==> src/rtl/tsfmt_pkg.sv <==
// Shared constants, the FIFO word type and the packet length selector for
// the transport packet output formatter.
package tsfmt_pkg;

    localparam int BYTE_W    = 8;
    localparam int BIT_W     = $clog2(BYTE_W);
    localparam int LEN_LONG  = 188;
    localparam int LEN_SHORT = 144;
    localparam int CNT_W     = $clog2(LEN_LONG);

    // One FIFO entry: the byte and its uncorrectable flag.
    typedef struct packed {
        logic              err;
        logic [BYTE_W-1:0] data;
    } fmt_word_t;

    // Packet length in bytes for the selected broadcast format.
    function automatic logic [CNT_W-1:0] pkt_len(input logic short_sel);
        return short_sel ? CNT_W'(LEN_SHORT) : CNT_W'(LEN_LONG);
    endfunction

endpackage

==> src/rtl/tsfmt_fifo.sv <==
// Input FIFO for the formatter.
// It buffers upstream bytes together with their error flags.
// Assumes the caller never pushes while full and never pops while empty.
// The read data is the head entry and is valid whenever empty is low.
module tsfmt_fifo
    import tsfmt_pkg::*;
#(
    parameter int DEPTH = 4
) (
    input  logic      clk,
    input  logic      rst_n,
    input  logic      push,
    input  fmt_word_t wdata,
    output logic      full,
    input  logic      pop,
    output fmt_word_t rdata,
    output logic      empty
);

    localparam int AW = (DEPTH > 1) ? $clog2(DEPTH) : 1;
    localparam int CW = $clog2(DEPTH + 1);

    fmt_word_t         mem [DEPTH];
    logic [AW-1:0]     wr_ptr;
    logic [AW-1:0]     rd_ptr;
    logic [CW-1:0]     count;

    assign full  = (count == CW'(DEPTH));
    assign empty = (count == '0);
    assign rdata = mem[rd_ptr];

    // Storage write; the array needs no reset.
    always_ff @(posedge clk) begin
        if (push) begin
            mem[wr_ptr] <= wdata;
        end
    end

    // Pointer and occupancy update.
    always_ff @(posedge clk) begin
        if (!rst_n) begin
            wr_ptr <= '0;
            rd_ptr <= '0;
            count  <= '0;
        end else begin
            if (push) begin
                wr_ptr <= (wr_ptr == AW'(DEPTH - 1)) ? '0 : wr_ptr + AW'(1);
            end
            if (pop) begin
                rd_ptr <= (rd_ptr == AW'(DEPTH - 1)) ? '0 : rd_ptr + AW'(1);
            end
            case ({push, pop})
                2'b10:   count <= count + CW'(1);
                2'b01:   count <= count - CW'(1);
                default: count <= count;
            endcase
        end
    end

    // occupancy never exceeds the depth.
    p_no_overflow_r10: assert property (@(posedge clk) disable iff (!rst_n)
        count <= CW'(DEPTH));

    // the sequencer only pops when an entry is present.
    p_no_underflow_r10: assert property (@(posedge clk) disable iff (!rst_n)
        pop |-> !empty);

endmodule

==> src/rtl/tsfmt_pacer.sv <==
// Unit timer for the formatter.
// It counts clocks within one output unit and derives the output data clock:
// low for the first floor(P/2) clocks of the unit, then high.
// unit_end marks the last clock of each unit.
// Assumes regulated and pace stay constant while out of reset.
module tsfmt_pacer #(
    parameter int PACE_W = 8
) (
    input  logic              clk,
    input  logic              rst_n,
    input  logic              regulated,
    input  logic [PACE_W-1:0] pace,
    output logic              unit_end,
    output logic              data_clk
);

    logic [PACE_W-1:0] period;
    logic [PACE_W-1:0] half;
    logic [PACE_W-1:0] phase;

    // Unit length: 2 clocks in burst timing, otherwise the pace held at a minimum of 2.
    always_comb begin
        period = PACE_W'(2);
        if (regulated && (pace > PACE_W'(2))) begin
            period = pace;
        end
        half = period >> 1;
    end

    assign unit_end = (phase >= period - PACE_W'(1));
    assign data_clk = (phase >= half);

    // Phase counter that wraps at the end of each unit.
    always_ff @(posedge clk) begin
        if (!rst_n) begin
            phase <= '0;
        end else if (unit_end) begin
            phase <= '0;
        end else begin
            phase <= phase + PACE_W'(1);
        end
    end

    // the phase stays inside the programmed unit length.
    p_phase_bound_r8: assert property (@(posedge clk) disable iff (!rst_n)
        phase < period);

endmodule

==> src/rtl/tsfmt_seq.sv <==
// Byte and bit sequencer for the formatter.
// At every unit boundary it either steps to the next bit of the current byte
// (serial form) or takes the next byte from the FIFO.
// If the FIFO is empty it shows an idle unit instead.
// It counts bytes modulo the packet length to flag the first byte of each packet.
module tsfmt_seq
    import tsfmt_pkg::*;
(
    input  logic             clk,
    input  logic             rst_n,
    input  logic             unit_end,
    input  logic             serial,
    input  logic             short_sel,
    input  logic             fifo_empty,
    input  fmt_word_t        fifo_rdata,
    output logic             fifo_pop,
    output logic             live,
    output fmt_word_t        cur_word,
    output logic             first,
    output logic [BIT_W-1:0] bit_idx
);

    logic [CNT_W-1:0] byte_cnt;
    logic [CNT_W-1:0] len;
    logic             more_bits;

    assign len       = pkt_len(short_sel);
    assign more_bits = serial && live && (bit_idx != BIT_W'(BYTE_W - 1));
    assign fifo_pop  = unit_end && !more_bits && !fifo_empty;

    // Load the next bit, the next byte or an idle unit at each boundary.
    always_ff @(posedge clk) begin
        if (!rst_n) begin
            live     <= 1'b0;
            cur_word <= '0;
            first    <= 1'b0;
            bit_idx  <= '0;
            byte_cnt <= '0;
        end else if (unit_end) begin
            if (more_bits) begin
                bit_idx <= bit_idx + BIT_W'(1);
            end else if (!fifo_empty) begin
                live     <= 1'b1;
                cur_word <= fifo_rdata;
                first    <= (byte_cnt == '0);
                bit_idx  <= '0;
                byte_cnt <= (byte_cnt == len - CNT_W'(1)) ? '0 : byte_cnt + CNT_W'(1);
            end else begin
                live    <= 1'b0;
                first   <= 1'b0;
                bit_idx <= '0;
            end
        end
    end

    // the position within the packet stays below the packet length.
    p_cnt_range_r1: assert property (@(posedge clk) disable iff (!rst_n)
        byte_cnt < len);

    // the bit index moves only at a unit boundary.
    p_bit_step_r3: assert property (@(posedge clk) disable iff (!rst_n)
        !$stable(bit_idx) |-> $past(unit_end));

endmodule

==> src/rtl/ts_pkt_formatter.sv <==
// Transport packet output formatter, top level.
// It buffers decoded bytes in a FIFO and emits them as bytes or as bits, in
// burst or paced timing, with a data clock, strobe, packet-start marker and
// valid qualifier.
// Assumes all cfg_* inputs stay constant while out of reset.
module ts_pkt_formatter
    import tsfmt_pkg::*;
#(
    parameter int FIFO_DEPTH = 4,
    parameter int PACE_W     = 8
) (
    input  logic              clk,
    input  logic              rst_n,
    input  logic              cfg_short_len,
    input  logic              cfg_serial,
    input  logic              cfg_regulated,
    input  logic              cfg_byte_mark,
    input  logic [PACE_W-1:0] cfg_pace,
    input  logic              in_valid,
    input  logic [BYTE_W-1:0] in_data,
    input  logic              in_err,
    output logic              in_ready,
    output logic              out_clk,
    output logic              out_stb,
    output logic              out_sync,
    output logic              out_valid,
    output logic [BYTE_W-1:0] out_data
);

    logic             fifo_full;
    logic             fifo_empty;
    logic             fifo_push;
    logic             fifo_pop;
    fmt_word_t        fifo_wdata;
    fmt_word_t        fifo_rdata;
    logic             unit_end;
    logic             live;
    fmt_word_t        cur_word;
    logic             first;
    logic [BIT_W-1:0] bit_idx;
    logic             byte_mark_mode;
    logic             bit_now;

    assign in_ready         = !fifo_full;
    assign fifo_push        = in_valid && !fifo_full;
    assign fifo_wdata.err   = in_err;
    assign fifo_wdata.data  = in_data;

    tsfmt_fifo #(
        .DEPTH (FIFO_DEPTH)
    ) fifo_i (
        .clk   (clk),
        .rst_n (rst_n),
        .push  (fifo_push),
        .wdata (fifo_wdata),
        .full  (fifo_full),
        .pop   (fifo_pop),
        .rdata (fifo_rdata),
        .empty (fifo_empty)
    );

    tsfmt_pacer #(
        .PACE_W (PACE_W)
    ) pacer_i (
        .clk       (clk),
        .rst_n     (rst_n),
        .regulated (cfg_regulated),
        .pace      (cfg_pace),
        .unit_end  (unit_end),
        .data_clk  (out_clk)
    );

    tsfmt_seq seq_i (
        .clk        (clk),
        .rst_n      (rst_n),
        .unit_end   (unit_end),
        .serial     (cfg_serial),
        .short_sel  (cfg_short_len),
        .fifo_empty (fifo_empty),
        .fifo_rdata (fifo_rdata),
        .fifo_pop   (fifo_pop),
        .live       (live),
        .cur_word   (cur_word),
        .first      (first),
        .bit_idx    (bit_idx)
    );

    assign byte_mark_mode = cfg_serial && cfg_regulated && cfg_byte_mark;
    assign bit_now        = cur_word.data[BIT_W'(BYTE_W - 1) - bit_idx];

    // Output mux: data, qualifier, packet marker and strobe for the current unit.
    always_comb begin
        out_data = '0;
        if (live) begin
            out_data = cfg_serial ? {{(BYTE_W-1){1'b0}}, bit_now} : cur_word.data;
        end
        out_valid = live && !cur_word.err;
        out_sync  = live && first && (!byte_mark_mode || (bit_idx == '0));
        out_stb   = live && (byte_mark_mode ? (bit_idx == '0) : out_clk);
    end

    // output data changes only together with a falling data clock.
    p_data_on_fall_r9: assert property (@(posedge clk) disable iff (!rst_n)
        !$stable(out_data) |-> $fell(out_clk));

    // a packet marker starts only at a unit boundary.
    p_sync_on_fall_r4: assert property (@(posedge clk) disable iff (!rst_n)
        $rose(out_sync) |-> $fell(out_clk));

    // outside the byte marking mode the strobe sits in the high phase.
    p_stb_high_phase_r2: assert property (@(posedge clk) disable iff (!rst_n)
        (out_stb && !byte_mark_mode) |-> out_clk);

    // back-pressure is shown whenever no byte can be taken.
    p_ready_full_r10: assert property (@(posedge clk) disable iff (!rst_n)
        (in_valid && !in_ready) |=> (fifo_pop || !in_ready || $past(fifo_pop)));

endmodule

==> config.mk <==
export PLATFORM = sky130hd
export DESIGN_NAME = ts_pkt_formatter
export DESIGN_NICKNAME = d
export VERILOG_FILES = /design/src/rtl/tsfmt_pkg.sv /design/src/rtl/tsfmt_fifo.sv /design/src/rtl/tsfmt_pacer.sv /design/src/rtl/tsfmt_seq.sv /design/src/rtl/ts_pkt_formatter.sv
export SDC_FILE = /design/constraint.sdc
export NUM_CORES = 1
export LEC_CHECK = 0
export BUFFER_PORTS_ARGS = -buffer_cell sky130_fd_sc_hd__buf_2
export CORE_MARGIN = 5
export CORE_UTILIZATION = 55
export CTS_CLUSTER_DIAMETER = 150
export DETAILED_ROUTE_END_ITERATION = 7
export PLACE_DENSITY = 0.75
export RECOVER_POWER = 25
export SKIP_CTS_REPAIR_TIMING = 1
export SLEW_MARGIN = 15
export SYNTH_ARGS = -nofsm -noshare
export SYNTH_HDL_FRONTEND = slang
export SYNTH_SLANG_ARGS = --single-unit
==> constraint.sdc <==
create_clock -name clk -period 6.5 [get_ports clk]
set_clock_uncertainty 0.1 [all_clocks]
set_input_delay 1.95 -clock clk [delete_from_list [all_inputs] [get_ports clk]]
set_output_delay 1.95 -clock clk [all_outputs]
set_load 0.02 [all_outputs]
# ---- Word-level counts from Yosys, hierarchy flattened
# Memory sizes are Yosys's and may differ from the RTL's. A register that Yosys moved wholly into a read port is not among the register bits.
# Cells that the tools add are included.
dict set report totals {
  register_bits 28
  mem_bits_rw 36
  inputBits 24
  out_inout_bits 13
  elab_cells 75
  memories 1
}
dict set report classes {
  addsub 10
  magnitude_cmp 4
  n_eq_ne 7
  n_mux 16
  n_bitwise 3
  reduce_logical 26
}
# memory depth width rd rd_clocked_by_memory_dff write_ports line
set memory_table {}
lappend memory_table {fifo_i.mem 4 9 1 1 1 tsfmt_fifo.sv:23} ;# fmt_word_t mem [DEPTH];
# op count
set ops {}
lappend ops {{$mux 8} 4}
lappend ops {{$add 8x1->8 const B} 2}
lappend ops {{$sub 8x1->8 const B} 2}
lappend ops {{$logic_and 1x1->1} 12}
lappend ops {{$eq 8x8->1} 1}
lappend ops {{$ge 8x7->1} 1}
lappend ops {{$ge 8x8->1} 1}
lappend ops {{$gt 8x2->1 const B} 1}
lappend ops {{$logic_not 8->1} 1}
lappend ops {{$add 3x1->3 const B} 2}
lappend ops {{$eq 2x2->1 const B} 3}
lappend ops {{$logic_not 1->1} 6}
lappend ops {{$logic_not 3->1} 2}
lappend ops {{$mux 1} 6}
lappend ops {{$mux 6} 1}
lappend ops {{$pmux 3 s2} 1}
lappend ops {{$add 2x1->2 const B} 2}
lappend ops {{$lt 3x4->1 const B} 1}
lappend ops {{$mux 2} 2}
lappend ops {{$bmux 1 s3} 1}
lappend ops {{$eq 3x3->1 const B} 1}
lappend ops {{$mux 3} 1}
lappend ops {{$ne 3x3->1 const B} 1}
lappend ops {{$not 1->1} 3}
lappend ops {{8 further kinds} 8}

# ---- Longest topological paths before layout
# Gate-level depths: netlist of the first run.
dict set report logic_depth {
  ltp_word 9
  ltp_mapped 17
  mapped_depth_nobuf 17
}

# ---- Cells and area by module
# Synthesis of the first run repeated with hierarchy kept, for this count alone.
dict set report unflattened {
  hier_cells 329
  area_unflattened_um2 3807.4
}
# mod instances cells_each area_each_um2
set modules_own_cells {}
lappend modules_own_cells {tsfmt_fifo 1 94 1764.2}
lappend modules_own_cells {tsfmt_seq 1 110 1018.5}
lappend modules_own_cells {tsfmt_pacer 1 96 827.0}
lappend modules_own_cells {ts_pkt_formatter 1 29 197.7}

# ---- Worst setup path after synthesis of the first run
# No wires, ideal clock.
dict set report synth_path {
  path_kind {input to output}
  startpoint {input cfg_pace[6]}
  endpoint {output out_stb}
  t_arrival_ns 3.919
  required_ns 4.450
  slack_ns 0.531
  cell_stages 9
  path_buffers 0
  path_cell_list {or3_1 -> or4_1 -> nand3b_1 -> ha_1 -> nand2b_1 -> a21o_1 -> a21o_1 -> a31oi_1 -> a21oi_1}
}
dict set report synth_between {
  elab_chain_cells 6
}
# element line
set synth_lines {}
lappend synth_lines {{start, declared} ts_pkt_formatter.sv:18} ;# input logic [PACE_W-1:0] cfg_pace,
lappend synth_lines {{$gt 8x2->1} tsfmt_pacer.sv:24} ;# if (regulated && (pace > PACE_W'(2))) begin
lappend synth_lines {{$logic_and 1x1->1} tsfmt_pacer.sv:24}
lappend synth_lines {{$mux 8 (*)} tsfmt_pacer.sv:24}
lappend synth_lines {{$ge 8x7->1 (*)} tsfmt_pacer.sv:31} ;# assign data_clk = (phase >= half);
lappend synth_lines {{$mux 1 (*)} ts_pkt_formatter.sv:99} ;# out_stb = live && (byte_mark_mode ? (bit_idx == '0) : out_clk);
lappend synth_lines {{$logic_and 1x1->1 (*)} ts_pkt_formatter.sv:99}
lappend synth_lines {{end, declared} ts_pkt_formatter.sv:24} ;# output logic out_stb,
# Every way passes the cells marked *; elsewhere a longest branch is shown, timed or not.

# ---- Final worst setup path of the first run
# Ends and elaborated chain as after synthesis.

==> results.sh, run 1 <==
export IMPL_async_flop_share_pct=0
export IMPL_rsz0062_at_grt="false"
export IMPL_slew_headroom_pct=33.9
export IMPL_grt_ovfl_total=0
export IMPL_r2r_cells=12
export IMPL_worstPathRequired_ns=4.45
export IMPL_p_sw_share_pct=27.0
export IMPL_die_w_um=92.5
export IMPL_powerDensity_mw_per_mm2=257
export IMPL_cap_violations=0
export IMPL_area_growth_pct=11.9
export IMPL_netlist_area_mm2=0.00374
export IMPL_totalWireLength_mm=7.16
export IMPL_fin_tns_setup_ns=0
export IMPL_ys_flop_type="dfxtp_1"
export IMPL_hold_depth=1
export IMPL_p_leak_nw=1.57
export IMPL_ios=37
export IMPL_grt_pass1_vias=2579
export IMPL_io_buffer_count=36
export IMPL_die_area_mm2=0.00855
export IMPL_wl_per_cell_um=15.6
export IMPL_critPathKind="input port to output port"
export IMPL_std_cell_rows=30
export IMPL_clock_latency_ns=0.34
export IMPL_holdCritPathClass="flip-flop to flip-flop"
export IMPL_worst_slew_pin_slew_ns=0.987
export IMPL_htree_levels=3
export IMPL_pwr_share_clk_pct=36.7
export IMPL_startpoint_type="input port"
export IMPL_setup_viol=0
export IMPL_power_frac_seq_pct=48.6
export IMPL_antenna_left=0
export IMPL_gp_congestion=0.811
export IMPL_period_minus_slack_ns=6.25
export IMPL_setup_slack_ns=0.251
export IMPL_fin_crit_sh_pct=96.1
export IMPL_slew_viol_final=0
export IMPL_drive_above_1_share_pct=16.8
export IMPL_final_cell_mix="37 x dfxtp_1, 36 x edfxtp_1, 29 x a21oi_1"
export IMPL_grt_max_degree=32
export IMPL_avgSynthCellArea_um2=11.0
export IMPL_syn_inst=339
export IMPL_drc=0
export IMPL_p_switching_uw=291
export IMPL_p_comb_share_pct=14.7
export IMPL_cts_tree="built"
export IMPL_fmax_ghz=0.160
export IMPL_cp_max_fo=3
export IMPL_synth_edff_count=36
export IMPL_utilization_pct=62.3
export IMPL_cts_root_buffer="clkbuf_8"
export IMPL_hold_violations=0
export IMPL_r2r_setup_slack_ns=3.12
export IMPL_die_h_um=92.5
export IMPL_drt_iter0_markers=166
export IMPL_endpoint_kind="output port"
export IMPL_ys_seq_area_share_pct=48.7
export IMPL_insertedDiodeCount=0
export IMPL_yosysWarnings=0
export IMPL_core_mm2=0.00672
export IMPL_cts_max_path_buffers=2
export IMPL_grtUsageTotal_pct=17.5
export IMPL_cp_arrival_ns=4.20
export IMPL_via_per_inst=5.83
export IMPL_fin_nets=427
export IMPL_grt_pass1_wl_mm=12.0
export IMPL_path_clk_slew_ns=0.08
export IMPL_firstDrtPassIters=4
export IMPL_ir_worst_vdd_mv=0.293
export IMPL_synth_nets=391
export IMPL_ys_types=52
export IMPL_vias=2680
export IMPL_finalHoldWorstSlack_ns=0.386
export IMPL_cts_made_buffers=9
export IMPL_ys_seq_elements=73
export IMPL_post_place_ws_ns=0.238
export IMPL_dpl_hpwl_mm=5.14
export IMPL_p_total_mw=1.08
export IMPL_start_util_pct=55.7
export IMPL_p_int_uw=785
export IMPL_grt_antenna_before_repair=0
export IMPL_final_common_cell="dfxtp_1"
export IMPL_outcome="complete, no violations"
export IMPL_cts_sinks=73
## metrics by stage
stage	cells	cell area, µm²
6_report	460	4190
5_1_grt	460	4190
4_1_cts	460	4200
3_5_place_dp	444	3970
3_3_place_gp	444	3970
2_1_floorplan	339	3740
## critical path: stages
cell and delay [ns]:
buf_2 0.10, or3_1 0.41, or4_1 0.46, nand3b_1 0.12, ha_1 0.22, nand2b_1 0.13, a21o_1 0.17, a21o_1 0.17
a31oi_1 0.20, a21oi_1 0.09, buf_2 0.17
## state kept, by name, summed over array words and instances (netlist names), 2 cells and up
register	count
fifo_i.count	3
fifo_i.mem	36
fifo_i.rd_ptr	2
fifo_i.wr_ptr	2
pacer_i.phase	8
seq_i.bit_idx	3
seq_i.byte_cnt	8
seq_i.cur_word	9
## power by group through the flow
| stage | Combinational (mW) | Clock [mW] | Sequential [mW] |
|---|---|---|---|
| 6_report | 0.158 | 0.394 | 0.523 |
| 5_1_grt | 0.179 | 0.423 | 0.526 |
| 3_3_place_gp | 0.155 | 0 | 0.532 |
| 4_1_cts | 0.160 | 0.399 | 0.523 |
| 3_5_place_dp | 0.160 | 0 | 0.533 |
| 2_1_floorplan | 0.125 | 0 | 0.526 |
## logic make-up (layout without fill, tap and decap cells)
| kind of cell | Yosys count | count (layout) | synth area share [%] |
|---|---|---|---|
| AOI/OAI and AO/OA | 71 | 71 | 12.6 |
| xor gates and xnor gates | 10 | 10 | 2.34 |
| adders and majority gates | 28 | 28 | 9.57 |
| buffers and inverters | 27 | 68 | 3.01 |
| DFF | 73 | 73 | 48.7 |
| muxes | 14 | 14 | 7.46 |
| and+or+nand+nor | 116 | 116 | 16.3 |
## cells in the mapped netlist, drive strengths merged, types with 6 or more instances
| master | count | area share (%) |
|---|---|---|
| nor2 | 19 | 2.0 |
| mux4 | 11 | 6.6 |
| clkbuf | 8 | 0.84 |
| o21ai | 21 | 2.8 |
| nand3 | 23 | 3.1 |
| inv | 14 | 1.4 |
| and3 | 7 | 1.2 |
| edfxtp | 36 | 29 |
| and2 | 11 | 1.8 |
| dfxtp | 37 | 20 |
| xor2 | 6 | 1.4 |
| ha | 27 | 9.0 |
| nand2 | 22 | 2.2 |
| a21oi | 29 | 3.9 |
## cell type report
class | instances | area [µm²]
clock inverter | 7 | 101
multi-input combinational | 239 | 1810
inverter | 15 | 56.3
tap | 80 | 100
fill | 538 | 2530
clock buffer | 9 | 124
sequential | 73 | 1820
timing repair buffer | 37 | 176
## final timing paths
check	startpoint	endpoint
setup reg to reg	seq_i.bit_idx[0]	fifo_i.count[2]
hold / removal	pacer_i.phase[0]	pacer_i.phase[0]
setup / recovery	cfg_pace[6]	out_stb
hold reg to reg	pacer_i.phase[0]	pacer_i.phase[0]
## metal layers
layer,vias to the layer above,routed length [µm],part of all wire (%),global-route usage [%]
li1,1332,-,-,-
met4,0,42,0.59,5.57
met2,67,3670,51,30.7
met5,-,0,0,0
met1,1277,3070,43,21.9
met3,4,380,5.3,3.25
No activity file was read; power rests on OpenSTA's default activity.
==> run 2: changes to the inputs <==
Settings changed: CORE_UTILIZATION 55 to 59, PLACE_DENSITY 0.75 to 0.8.
==> results.sh, run 2 (synthesis gave the netlist of run 1 again) <==
export IMPL_p_sw_share_pct=28.1
export IMPL_cts_tree="built"
export IMPL_grt_pass1_wl_mm=11.9
export IMPL_cp_arrival_ns=4.27
export IMPL_holdCritPathClass="flip-flop to flip-flop"
export IMPL_p_leak_nw=1.57
export IMPL_fin_nets=428
export IMPL_slew_headroom_pct=50.0
export IMPL_grt_antenna_before_repair=0
export IMPL_via_per_inst=5.86
export IMPL_dpl_hpwl_mm=5.33
export IMPL_cts_root_buffer="clkbuf_8"
export IMPL_cp_max_fo=3
export IMPL_power_frac_seq_pct=49.9
export IMPL_cts_made_buffers=9
export IMPL_firstDrtPassIters=5
export IMPL_crit_path_top_delay_cell="or4_1"
export IMPL_worst_slew_pin_slew_ns=0.749
export IMPL_hold_violations=0
export IMPL_pwr_share_clk_pct=34.2
export IMPL_drt_iter0_markers=196
export IMPL_multiInputGateArea_mm2=0.00181
export IMPL_slew_viol_final=0
export IMPL_fin_tns_setup_ns=0
export IMPL_grt_pass1_vias=2586
export IMPL_critPathKind="input port to output port"
export IMPL_drc=0
export IMPL_final_cell_area_mm2=0.00417
export IMPL_grtUsageTotal_pct=19.5
export IMPL_p_int_uw=754
export IMPL_cpLargestDelayFamily="simple AND/OR/NAND/NOR gates"
export IMPL_fmax_ghz=0.158
export IMPL_cts_max_path_buffers=2
export IMPL_setup_slack_ns=0.179
export IMPL_endpoint_kind="output port"
export IMPL_placed_area_mm2=0.00398
export IMPL_path_clk_slew_ns=0.08
export IMPL_post_place_ws_ns=0.200
export IMPL_totalWireLength_mm=7.25
export IMPL_fin_crit_sh_pct=97.3
export IMPL_io_buffer_count=36
export IMPL_cp_cell_sequence="buf_2 > or3_1 > or4_1 > nand3b_1 > ha_1 > nand2b_1 > a21o_1 > a21o_1 > a31oi_1 > a21oi_1 > buf_2"
export IMPL_core_mm2=0.00624
export IMPL_largest_register="fifo_i.mem"
export IMPL_wl_per_cell_um=15.8
export IMPL_cts_sinks=73
export IMPL_insertedDiodeCount=0
export IMPL_final_cell_mix="37 x dfxtp_1, 36 x edfxtp_1, 29 x a21oi_1"
export IMPL_grt_max_degree=32
export IMPL_antenna_left=0
export IMPL_drive_above_1_share_pct=17.3
export IMPL_ir_worst_vdd_mv=0.217
export IMPL_ios=37
export IMPL_p_comb_share_pct=15.8
export IMPL_crit_buf_inv=2
export IMPL_seqCellArea_mm2=0.00182
export IMPL_rsz0062_at_grt="false"
export IMPL_die_area_mm2=0.00803
export IMPL_std_cell_rows=29
export IMPL_gp_congestion=0.804
export IMPL_cap_violations=0
export IMPL_p_total_mw=1.05
export IMPL_powerDensity_mw_per_mm2=251
export IMPL_die_w_um=89.6
export IMPL_outcome="complete, no violations"
export IMPL_start_util_pct=59.9
export IMPL_vias=2682
export IMPL_p_switching_uw=295
export IMPL_period_minus_slack_ns=6.32
export IMPL_htree_levels=3
export IMPL_die_h_um=89.6
export IMPL_grt_ovfl_total=0
export IMPL_startpoint_type="input port"
export IMPL_reg_top3="fifo_i.mem x36, seq_i.cur_word x9"
export IMPL_cpPeakStageDelay_ns=0.48
export IMPL_utilization_pct=66.9
export IMPL_worstPathRequired_ns=4.45
export IMPL_final_common_cell="dfxtp_1"
export IMPL_fillCellCount=497
export IMPL_setup_viol=0
export IMPL_clock_latency_ns=0.33
export IMPL_largest_reg_flops=36
export IMPL_area_growth_pct=11.6
run 2: cell types whose count changed in the layout (fill, tap and decap cells not counted), sizes merged:
| cell | change |
|---|---|
| inv | +2 |
| bufinv | -1 |
| buf | +2 |
| clkinvlp | -1 |
| clkbuf | -1 |
run 2: cell type report:
cell class | instances | area share, %
timing repair buffer | 38 | 4.44
tap | 77 | 2.31
multi-input combinational | 239 | 43.3
inverter | 15 | 1.35
clock buffer | 9 | 2.97
clock inverter | 7 | 2.01
sequential | 73 | 43.7
run 2: per-layer routing:
layer  part of all wire, %  track usage, %  wire, µm
met5                     0               0         0
met4                  0.61            7.04        44
met3                   4.6            3.38       330
met2                    52            33.4      3750
met1                    43            24.8      3120
run 2: power groups by stage:
| stage | Combinational, mW | Sequential, mW | Clock, mW |
|---|---|---|---|
| after detailed placement | 0.164 | 0.534 | 0 |
| final | 0.166 | 0.524 | 0.359 |
| after global placement | 0.158 | 0.532 | 0 |
| after CTS | 0.166 | 0.524 | 0.366 |
| after global routing | 0.185 | 0.527 | 0.396 |
| after floorplan | 0.125 | 0.526 | 0 |
run 2: final timing paths:
kind	from	to	slack, ns	depth (start not counted)
worst max register to register	pacer_i.phase[0]	fifo_i.count[2]	3.62	13
worst min register to register	pacer_i.phase[0]	pacer_i.phase[0]	0.37	1
worst min-delay path	pacer_i.phase[0]	pacer_i.phase[0]	0.37	1
worst max-delay path	cfg_pace[6]	out_stb	0.18	11
run 2: stage by stage:
stage	std cells	hold slack (ns)
floorplan	339	0.330
global placement	442	0.343
detailed placement	442	0.350
CTS	458	0.371
global route	458	0.395
finish	458	0.373
